## src/rtl/intc_pkg.sv

```systemverilog
package intc_pkg;

  // Word addresses that software decodes; their positions are behaviour.
  localparam int unsigned W_IRQ_STAT = 0;
  localparam int unsigned W_IRQ_RAW  = 1;
  localparam int unsigned W_IRQ_ENA  = 2;
  localparam int unsigned W_IRQ_DIS  = 3;
  localparam int unsigned W_SOFT_SET = 4;
  localparam int unsigned W_SOFT_CLR = 5;
  localparam int unsigned W_FIQ_STAT = 8;
  localparam int unsigned W_FIQ_RAW  = 9;
  localparam int unsigned W_FIQ_ENA  = 10;
  localparam int unsigned W_FIQ_DIS  = 11;

  // Number of request lines and their index in mask arrays.
  localparam int unsigned NOUT    = 2;
  localparam int unsigned OUT_IRQ = 0;
  localparam int unsigned OUT_FIQ = 1;

  // Decoded write strobes, one per state-changing word.
  typedef struct packed {
    logic irq_set;
    logic irq_clr;
    logic fiq_set;
    logic fiq_clr;
    logic soft_set;
    logic soft_clr;
  } wr_strb_t;

endpackage

```

## src/rtl/intc_decode.sv

```systemverilog
module intc_decode
  import intc_pkg::*;
#(
  parameter int unsigned ADDR_W = 6
) (
  input  logic              wr_en,
  input  logic [ADDR_W-1:0] addr,
  input  logic              wbit0,
  output wr_strb_t          strb,
  output logic              wr_inert
);

  function automatic logic word_is(input logic [ADDR_W-1:0] a,
                                   input int unsigned w);
    return 32'(a) == w;
  endfunction

  always_comb begin
    strb          = '0;
    strb.irq_set  = wr_en && word_is(addr, W_IRQ_ENA);
    strb.irq_clr  = wr_en && word_is(addr, W_IRQ_DIS);
    strb.fiq_set  = wr_en && word_is(addr, W_FIQ_ENA);
    strb.fiq_clr  = wr_en && word_is(addr, W_FIQ_DIS);
    strb.soft_set = wr_en && wbit0 && word_is(addr, W_SOFT_SET);
    strb.soft_clr = wr_en && wbit0 && word_is(addr, W_SOFT_CLR);
  end

  // Write that lands on a word with no writable state.
  assign wr_inert = wr_en && !(word_is(addr, W_IRQ_ENA) || word_is(addr, W_IRQ_DIS) ||
                               word_is(addr, W_FIQ_ENA) || word_is(addr, W_FIQ_DIS) ||
                               word_is(addr, W_SOFT_SET) || word_is(addr, W_SOFT_CLR));

endmodule

```

## src/rtl/intc_mask_reg.sv

```systemverilog
module intc_mask_reg #(
  parameter int unsigned W = 32
) (
  input  logic         clk,
  input  logic         rst_n,
  input  logic         set_stb,
  input  logic         clr_stb,
  input  logic [W-1:0] bits,
  output logic [W-1:0] mask
);

  // Next mask: set and clear never arrive together (distinct words).
  function automatic logic [W-1:0] next_mask(input logic [W-1:0] cur,
                                             input logic [W-1:0] b,
                                             input logic s,
                                             input logic c);
    logic [W-1:0] n;
    n = cur;
    if (s) n = n | b;
    if (c) n = n & ~b;
    return n;
  endfunction

  always_ff @(posedge clk or negedge rst_n) begin
    if (!rst_n) mask <= '0;
    else        mask <= next_mask(mask, bits, set_stb, clr_stb);
  end

endmodule

```

## src/rtl/intc_readback.sv

```systemverilog
module intc_readback
  import intc_pkg::*;
#(
  parameter int unsigned ADDR_W = 6,
  parameter int unsigned NSRC   = 32,
  parameter int unsigned BUS_W  = 32
) (
  input  logic [ADDR_W-1:0] addr,
  input  logic [NSRC-1:0]   lvl,
  input  logic [NSRC-1:0]   irq_mask,
  input  logic [NSRC-1:0]   fiq_mask,
  output logic [BUS_W-1:0]  rd_val
);

  function automatic logic [BUS_W-1:0] widen(input logic [NSRC-1:0] v);
    logic [BUS_W-1:0] r;
    r = '0;
    r[NSRC-1:0] = v;
    return r;
  endfunction

  always_comb begin
    case (32'(addr))
      W_IRQ_STAT: rd_val = widen(lvl & irq_mask);
      W_IRQ_RAW:  rd_val = widen(lvl);
      W_IRQ_ENA:  rd_val = widen(irq_mask);
      W_SOFT_SET: rd_val = widen({{(NSRC-1){1'b0}}, lvl[0]});
      W_FIQ_STAT: rd_val = widen(lvl & fiq_mask);
      W_FIQ_RAW:  rd_val = widen(lvl);
      W_FIQ_ENA:  rd_val = widen(fiq_mask);
      default:    rd_val = '0;
    endcase
  end

endmodule

```

## src/rtl/intc_out_stage.sv

```systemverilog
module intc_out_stage #(
  parameter int unsigned NSRC = 32,
  parameter int unsigned NOUT = 2
) (
  input  logic                      clk,
  input  logic                      rst_n,
  input  logic [NSRC-1:0]           lvl,
  input  logic [NOUT-1:0][NSRC-1:0] masks,
  output logic [NOUT-1:0]           req_q
);

  function automatic logic any_hit(input logic [NSRC-1:0] l,
                                   input logic [NSRC-1:0] m);
    return |(l & m);
  endfunction

  genvar g;
  generate
    for (g = 0; g < NOUT; g++) begin : g_line
      always_ff @(posedge clk or negedge rst_n) begin
        if (!rst_n) req_q[g] <= 1'b0;
        else        req_q[g] <= any_hit(lvl, masks[g]);
      end
    end
  endgenerate

endmodule

```

## src/rtl/dual_out_intc.sv

```systemverilog
module dual_out_intc
  import intc_pkg::*;
#(
  parameter int unsigned NSRC   = 32,
  parameter int unsigned ADDR_W = 6,
  parameter int unsigned BUS_W  = 32
) (
  input  logic              clk,
  input  logic              rst_n,
  input  logic [NSRC-1:0]   src_in,
  input  logic              wr_en,
  input  logic              rd_en,
  input  logic [ADDR_W-1:0] addr,
  input  logic [BUS_W-1:0]  wdata,
  output logic [BUS_W-1:0]  rdata,
  output logic              irq_o,
  output logic              fiq_o
);

  wr_strb_t                  strb;
  logic                      wr_inert;
  logic                      soft_q;
  logic [NSRC-1:0]           lvl;
  logic [NOUT-1:0][NSRC-1:0] mask_q;
  logic [NOUT-1:0]           set_v;
  logic [NOUT-1:0]           clr_v;
  logic [NOUT-1:0]           req_q;
  logic [NSRC-1:0]           irq_mask;
  logic [NSRC-1:0]           fiq_mask;
  logic [BUS_W-1:0]          rd_val;

  intc_decode #(.ADDR_W(ADDR_W)) u_dec (
    .wr_en    (wr_en),
    .addr     (addr),
    .wbit0    (wdata[0]),
    .strb     (strb),
    .wr_inert (wr_inert)
  );

  assign set_v[OUT_IRQ] = strb.irq_set;
  assign clr_v[OUT_IRQ] = strb.irq_clr;
  assign set_v[OUT_FIQ] = strb.fiq_set;
  assign clr_v[OUT_FIQ] = strb.fiq_clr;

  genvar g;
  generate
    for (g = 0; g < NOUT; g++) begin : g_mask
      intc_mask_reg #(.W(NSRC)) u_mask (
        .clk     (clk),
        .rst_n   (rst_n),
        .set_stb (set_v[g]),
        .clr_stb (clr_v[g]),
        .bits    (wdata[NSRC-1:0]),
        .mask    (mask_q[g])
      );
    end
  endgenerate

  assign irq_mask = mask_q[OUT_IRQ];
  assign fiq_mask = mask_q[OUT_FIQ];

  always_ff @(posedge clk or negedge rst_n) begin
    if (!rst_n)             soft_q <= 1'b0;
    else if (strb.soft_set) soft_q <= 1'b1;
    else if (strb.soft_clr) soft_q <= 1'b0;
  end

  assign lvl = src_in | {{(NSRC-1){1'b0}}, soft_q};

  intc_readback #(.ADDR_W(ADDR_W), .NSRC(NSRC), .BUS_W(BUS_W)) u_rb (
    .addr     (addr),
    .lvl      (lvl),
    .irq_mask (irq_mask),
    .fiq_mask (fiq_mask),
    .rd_val   (rd_val)
  );

  always_ff @(posedge clk or negedge rst_n) begin
    if (!rst_n)     rdata <= '0;
    else if (rd_en) rdata <= rd_val;
  end

  intc_out_stage #(.NSRC(NSRC), .NOUT(NOUT)) u_out (
    .clk   (clk),
    .rst_n (rst_n),
    .lvl   (lvl),
    .masks (mask_q),
    .req_q (req_q)
  );

  assign irq_o = req_q[OUT_IRQ];
  assign fiq_o = req_q[OUT_FIQ];

endmodule

```

## config.mk

```make
export PLATFORM = sky130hd
export DESIGN_NAME = dual_out_intc
export DESIGN_NICKNAME = d
export VERILOG_FILES = /design/src/rtl/intc_pkg.sv /design/src/rtl/intc_decode.sv /design/src/rtl/intc_mask_reg.sv /design/src/rtl/intc_readback.sv /design/src/rtl/intc_out_stage.sv /design/src/rtl/dual_out_intc.sv
export SDC_FILE = /design/constraint.sdc
export NUM_CORES = 1
export LEC_CHECK = 0
export BUFFER_PORTS_ARGS = -buffer_cell sky130_fd_sc_hd__buf_2
export CAP_MARGIN = 10
export CORE_UTILIZATION = 35
export CTS_CLUSTER_DIAMETER = 30
export DETAILED_ROUTE_END_ITERATION = 8
export PLACE_DENSITY = 0.58
export SYNTH_ARGS = -nofsm -noshare
export SYNTH_HDL_FRONTEND = slang
export SYNTH_SLANG_ARGS = --single-unit
```

## constraint.sdc

```tcl
create_clock -name clk -period 2.8 [get_ports clk]
set_clock_uncertainty 0.15 [all_clocks]
set_input_delay 0.28 -clock clk [delete_from_list [all_inputs] [get_ports clk]]
set_output_delay 0.28 -clock clk [all_outputs]
set_load 0.02 [all_outputs]
```

Word-level counts from Yosys, hierarchy flattened

Index checks and enable logic that the tools add are counted.

Equal/unequal tests: 9
Mux-type cells: 7
Bitwise operators: 8
Reduce and logical (&&, ||, !) cells: 12

Operators by type and width:

| operator                                                         | number |
|---|---|
| 32-bit case mux with 6 select lines                              | 1 |
| 32-bit AND                                                       | 4 |
| 32-bit two-way mux                                               | 4 |
| 32-bit bitwise OR                                                | 2 |
| 32-bit OR reduction                                              | 2 |
| 32-bit NOT                                                       | 1 |
| 32-bit by 1-bit bitwise OR with 32-bit output                    | 1 |
| 6-bit by 4-bit == test with 1-bit output (second input constant) | 4 |
| 6-bit by 2-bit == test with 1-bit output (second input constant) | 2 |
| 6-bit by 3-bit == test with 1-bit output (second input constant) | 2 |
| 1-bit logical AND                                                | 7 |
| 6-bit by 1-bit == test with 1-bit output (second input constant) | 1 |
| 6-bit zero test                                                  | 1 |
| 1-bit two-way mux                                                | 2 |
| 2-bit nonzero test                                               | 1 |
| 2-bit OR reduction                                               | 1 |

Flip-flop bits (word level): 99
Output and inout bits: 34
Logic and storage cells: 42

Depth between registers and ports, before layout

Word-level depth: 5
Depth in mapped cells: 6
Gate-level depth less buffers: 4

Modules after synthesis

A second synthesis with hierarchy kept.

Cells, all modules: 596
Area, all modules: 6256.0 um^2

By module, submodules not included:

| module         | times used | cells each | area an instance (um^2) |
|---|---|---|---|
| intc_mask_reg  | 2          | 102        | 1169.9 |
| intc_readback  | 1          | 261        | 2064.5 |
| dual_out_intc  | 1          | 72         | 1387.6 |
| intc_out_stage | 1          | 44         | 365.4 |
| intc_decode    | 1          | 15         | 98.8 |

Worst setup path after synthesis

OpenSTA, ideal clock, no wires.

Path kind: in2reg
Start: input addr[1]
End: register with a tool-made name
Arrival: 1659 ps
Required time: 2525 ps
Slack: 866 ps
Stages on the path: 6
Path buffers: 2
Cell sequence: buf_4 or4b_4 nor3_4 buf_6 nand2_1 mux2_4

RTL lines:

| element         | RTL line            | RTL |
|---|---|---|
| start, declared | dual_out_intc.sv:13 | `input logic [ADDR_W-1:0] addr,` |

==> impl_metrics.yaml <==
routing:
  vias_per_cell: 5.94
  drtIter0Drc: 509
  vias: 4976
  met1_length_mm: 8.33
  routedWlPerCell_um: 21.6
  drt-total-wl_mm: 18.1
  drcViolationCount: 22
  wl_met2_mm: 8.24
  dr.pass1.iters: 8
  met3_length_mm: 1.28
  ant_nets: 0
  routed.top_layer: "met4"
worst_setup_path:
  worst_path_max_delay_cell: "or4b_4"
  r2r_cells: 4
  crit_type: "input pin to flop"
  regToRegStartpoint: "soft_q$_DFFE_PN0P_"
  crit_fanout: 21
  cp-startpoint: "addr[1]"
  path_cells: "buf_2 -> or4b_4 -> nor3_4 -> buf_4 -> nand2_1 -> mux2_4"
  critical_path_required_ns: 2.89
  cp.arrival_ns: 2.07
  r2r_end: "u_out.req_q[0]$_DFF_PN0_"
  r2r_setup_slack_ns: 1.02
  cp-end-kind: "flop"
  max_stage_delay_ns: 0.61
  critPathLaunchType: "input pin"
layout:
  fin_nets: 723
  final_area_mm2: 0.00672
  antenna_cells: 0
  drive_gt1_share_pct: 27.5
  syn_to_final_growth_pct: 27.0
  final_cells: 838
  final_util_pct: 45.9
pwr:
  peakVddDrop_uv: 310
  p_leak_nw: 3.11
  powerDensity_mw_per_mm2: 569
  fin_total_pwr_mw: 3.82
logic_synthesis:
  yosys_warnings: 0
  syn-cell-area_mm2: 0.00529
  syn_area_per_cell_um2: 10.1
  synth.distinct_cells: 34
  syn_nets: 598
  yosysSeqAreaShare_pct: 46.8
  synth_cells: 524
  ys_seq_elements: 99
job:
  maxCapViolCount: 0
place:
  gp_congestion: 0.851
  port_buffers: 107
  placed_cells: 791
  hpwl_mm: 12.2
  dpl_cell_area_mm2: 0.00604
  post-place-ws_ns: 0.484
timing:
  rsz0062_at_grt: "no"
  finalCriticalPeriod_ns: 1.97
  fin_ws_ns: 0.827
  hold_viol: 0
  tightest_slew_ns: 0.792
  setup_viol_count_final: 0
  period_share_pct: 70.5
  drv_slew: 0
  slew_headroom_pct: 47.2
  worst_hold_slack_ns: 0.0236
  timing.fmax_mhz: 507
  finalSetupTns_ns: 0
floorplanning:
  io_pins: 108
  start_util_pct: 36.1
  core-area_mm2: 0.0146
  dieArea_mm2: 0.0156
  die_w_um: 125
  core.rowCount: 44
  die_h_um: 125
global_routing:
  grt_max_degree: 58
  grt_pass1_wl_mm: 28.3
  grt_usage_pct: 23.6
  antenna_found_initial: 1
  grt_remaining_overflow: 0
  grt_pass1_vias: 4886
clock_tree:
  cts_tree: "yes"
  cts-root-buf: "clkbuf_16"
  ctsResizeCount: 0
  cts_buffers: 9
  postCtsHoldBufs: 31
  clkLatencyLatePin_ns: 0.36
  post_cts_buffers: 0
  cts.htree.levels: 3
  clk_pin_slew_ns: 0.07
  numClockSinks: 99
  clockBufferDepth: 2
run_status:
  status: "complete, but fails checks"
  violations: "DRC"
hold_path:
  hold_start: "wdata[13]"
  min_path_type: "input pin to flop"
==> where the power goes <==
part | total (mW) | internal [mW] | switching [mW]
combinational | 0.580 | 0.271 | 0.309
clock | 1.54 | 0.968 | 0.573
sequential | 1.70 | 1.56 | 0.138
==> cells in the final DEF (no fill, tap or decap), types with 3 or more instances in the layout <==
cell / synthesis / routed
mux2_2: 3 / 3
bufinv_16: 0 / 4
o21ai_0: 55 / 55
mux2_4: 29 / 29
o21ai_1: 12 / 12
a31oi_1: 31 / 31
dlygate4sd3_1: 0 / 31
nor2b_1: 33 / 33
buf_4: 1 / 18
nand2_1: 34 / 34
inv_1: 4 / 4
clkbuf_16: 0 / 9
nand4_1: 7 / 7
a22oi_1: 28 / 28
buf_2: 8 / 106
dfrtp_1: 99 / 99
a32oi_1: 31 / 31
a21oi_1: 64 / 64
a21o_1: 31 / 31
==> Yosys cell counts <==
library cell	instances	area, um2
o311ai_0	1	8.76
buf_2	8	40.0
nor2b_1	33	206
a222oi_1	2	20.0
o21ai_1	12	60.1
nor3_4	1	16.3
inv_1	4	15.0
mux2_2	3	33.8
inv_2	1	3.75
a21oi_1	64	320
nor4_1	3	18.8
a22oi_1	28	210
nand4_1	7	43.8
o21ai_0	55	275
mux2i_1	1	10.0
nor2_1	2	7.51
a21o_1	31	233
clkbuf_1	30	113
or4b_4	1	13.8
nor4b_2	1	15.0
o311a_1	1	10.0
nor4_4	1	21.3
a32oi_1	31	272
and4_1	1	8.76
nor4_2	1	12.5
dfrtp_1	99	2480
nand2_1	34	128
a31oi_1	31	194
mux2_4	29	435
nor3_2	1	10.0
buf_4	1	7.51
buf_6	3	33.8
o22ai_1	1	6.26
nand3_1	2	10.0
==> worst min path at each step <==
stage / endpoint / cells past startpoint
after floorplan: asynchronous set/reset pin / 0
after global placement: rdata[8]$_DFFE_PN0P_ / 1
after detailed placement: rdata[12]$_DFFE_PN0P_ / 1
after CTS: flop / 2
after global routing: flop / 2
final: flop / 2
==> cell type report <==
type / count / area, um2
timing repair buffer: 156 / 996
clock buffer: 10 / 229
sequential: 99 / 2480
inverter: 5 / 18.8
multi-input combinational: 378 / 2630
clock inverter: 6 / 136
tap: 184 / 230
fill: 1416 / 7930
==> metal layers <==
layer  track usage (%)  vias up
met5                 0        -
met4              7.89        0
met3              3.94       27
met2              36.5      234
met1              33.6     2448
li1                  -     2267
==> kinds of logic after synthesis <==
kind of cell	synth area share (%)
AO/OA/AOI/OAI	30.4
flip-flops	46.8
AND/OR/NAND/NOR	9.67
buffers and inverters	4.02
multiplexers	9.06
==> worst max-delay path: cells and delay by family <==
family,cells,cell delay [ns]
buffers and inverters,2,0.60
muxes,1,0.30
and+or+nand+nor,3,0.87
Power figures use the tool's default switching activity.
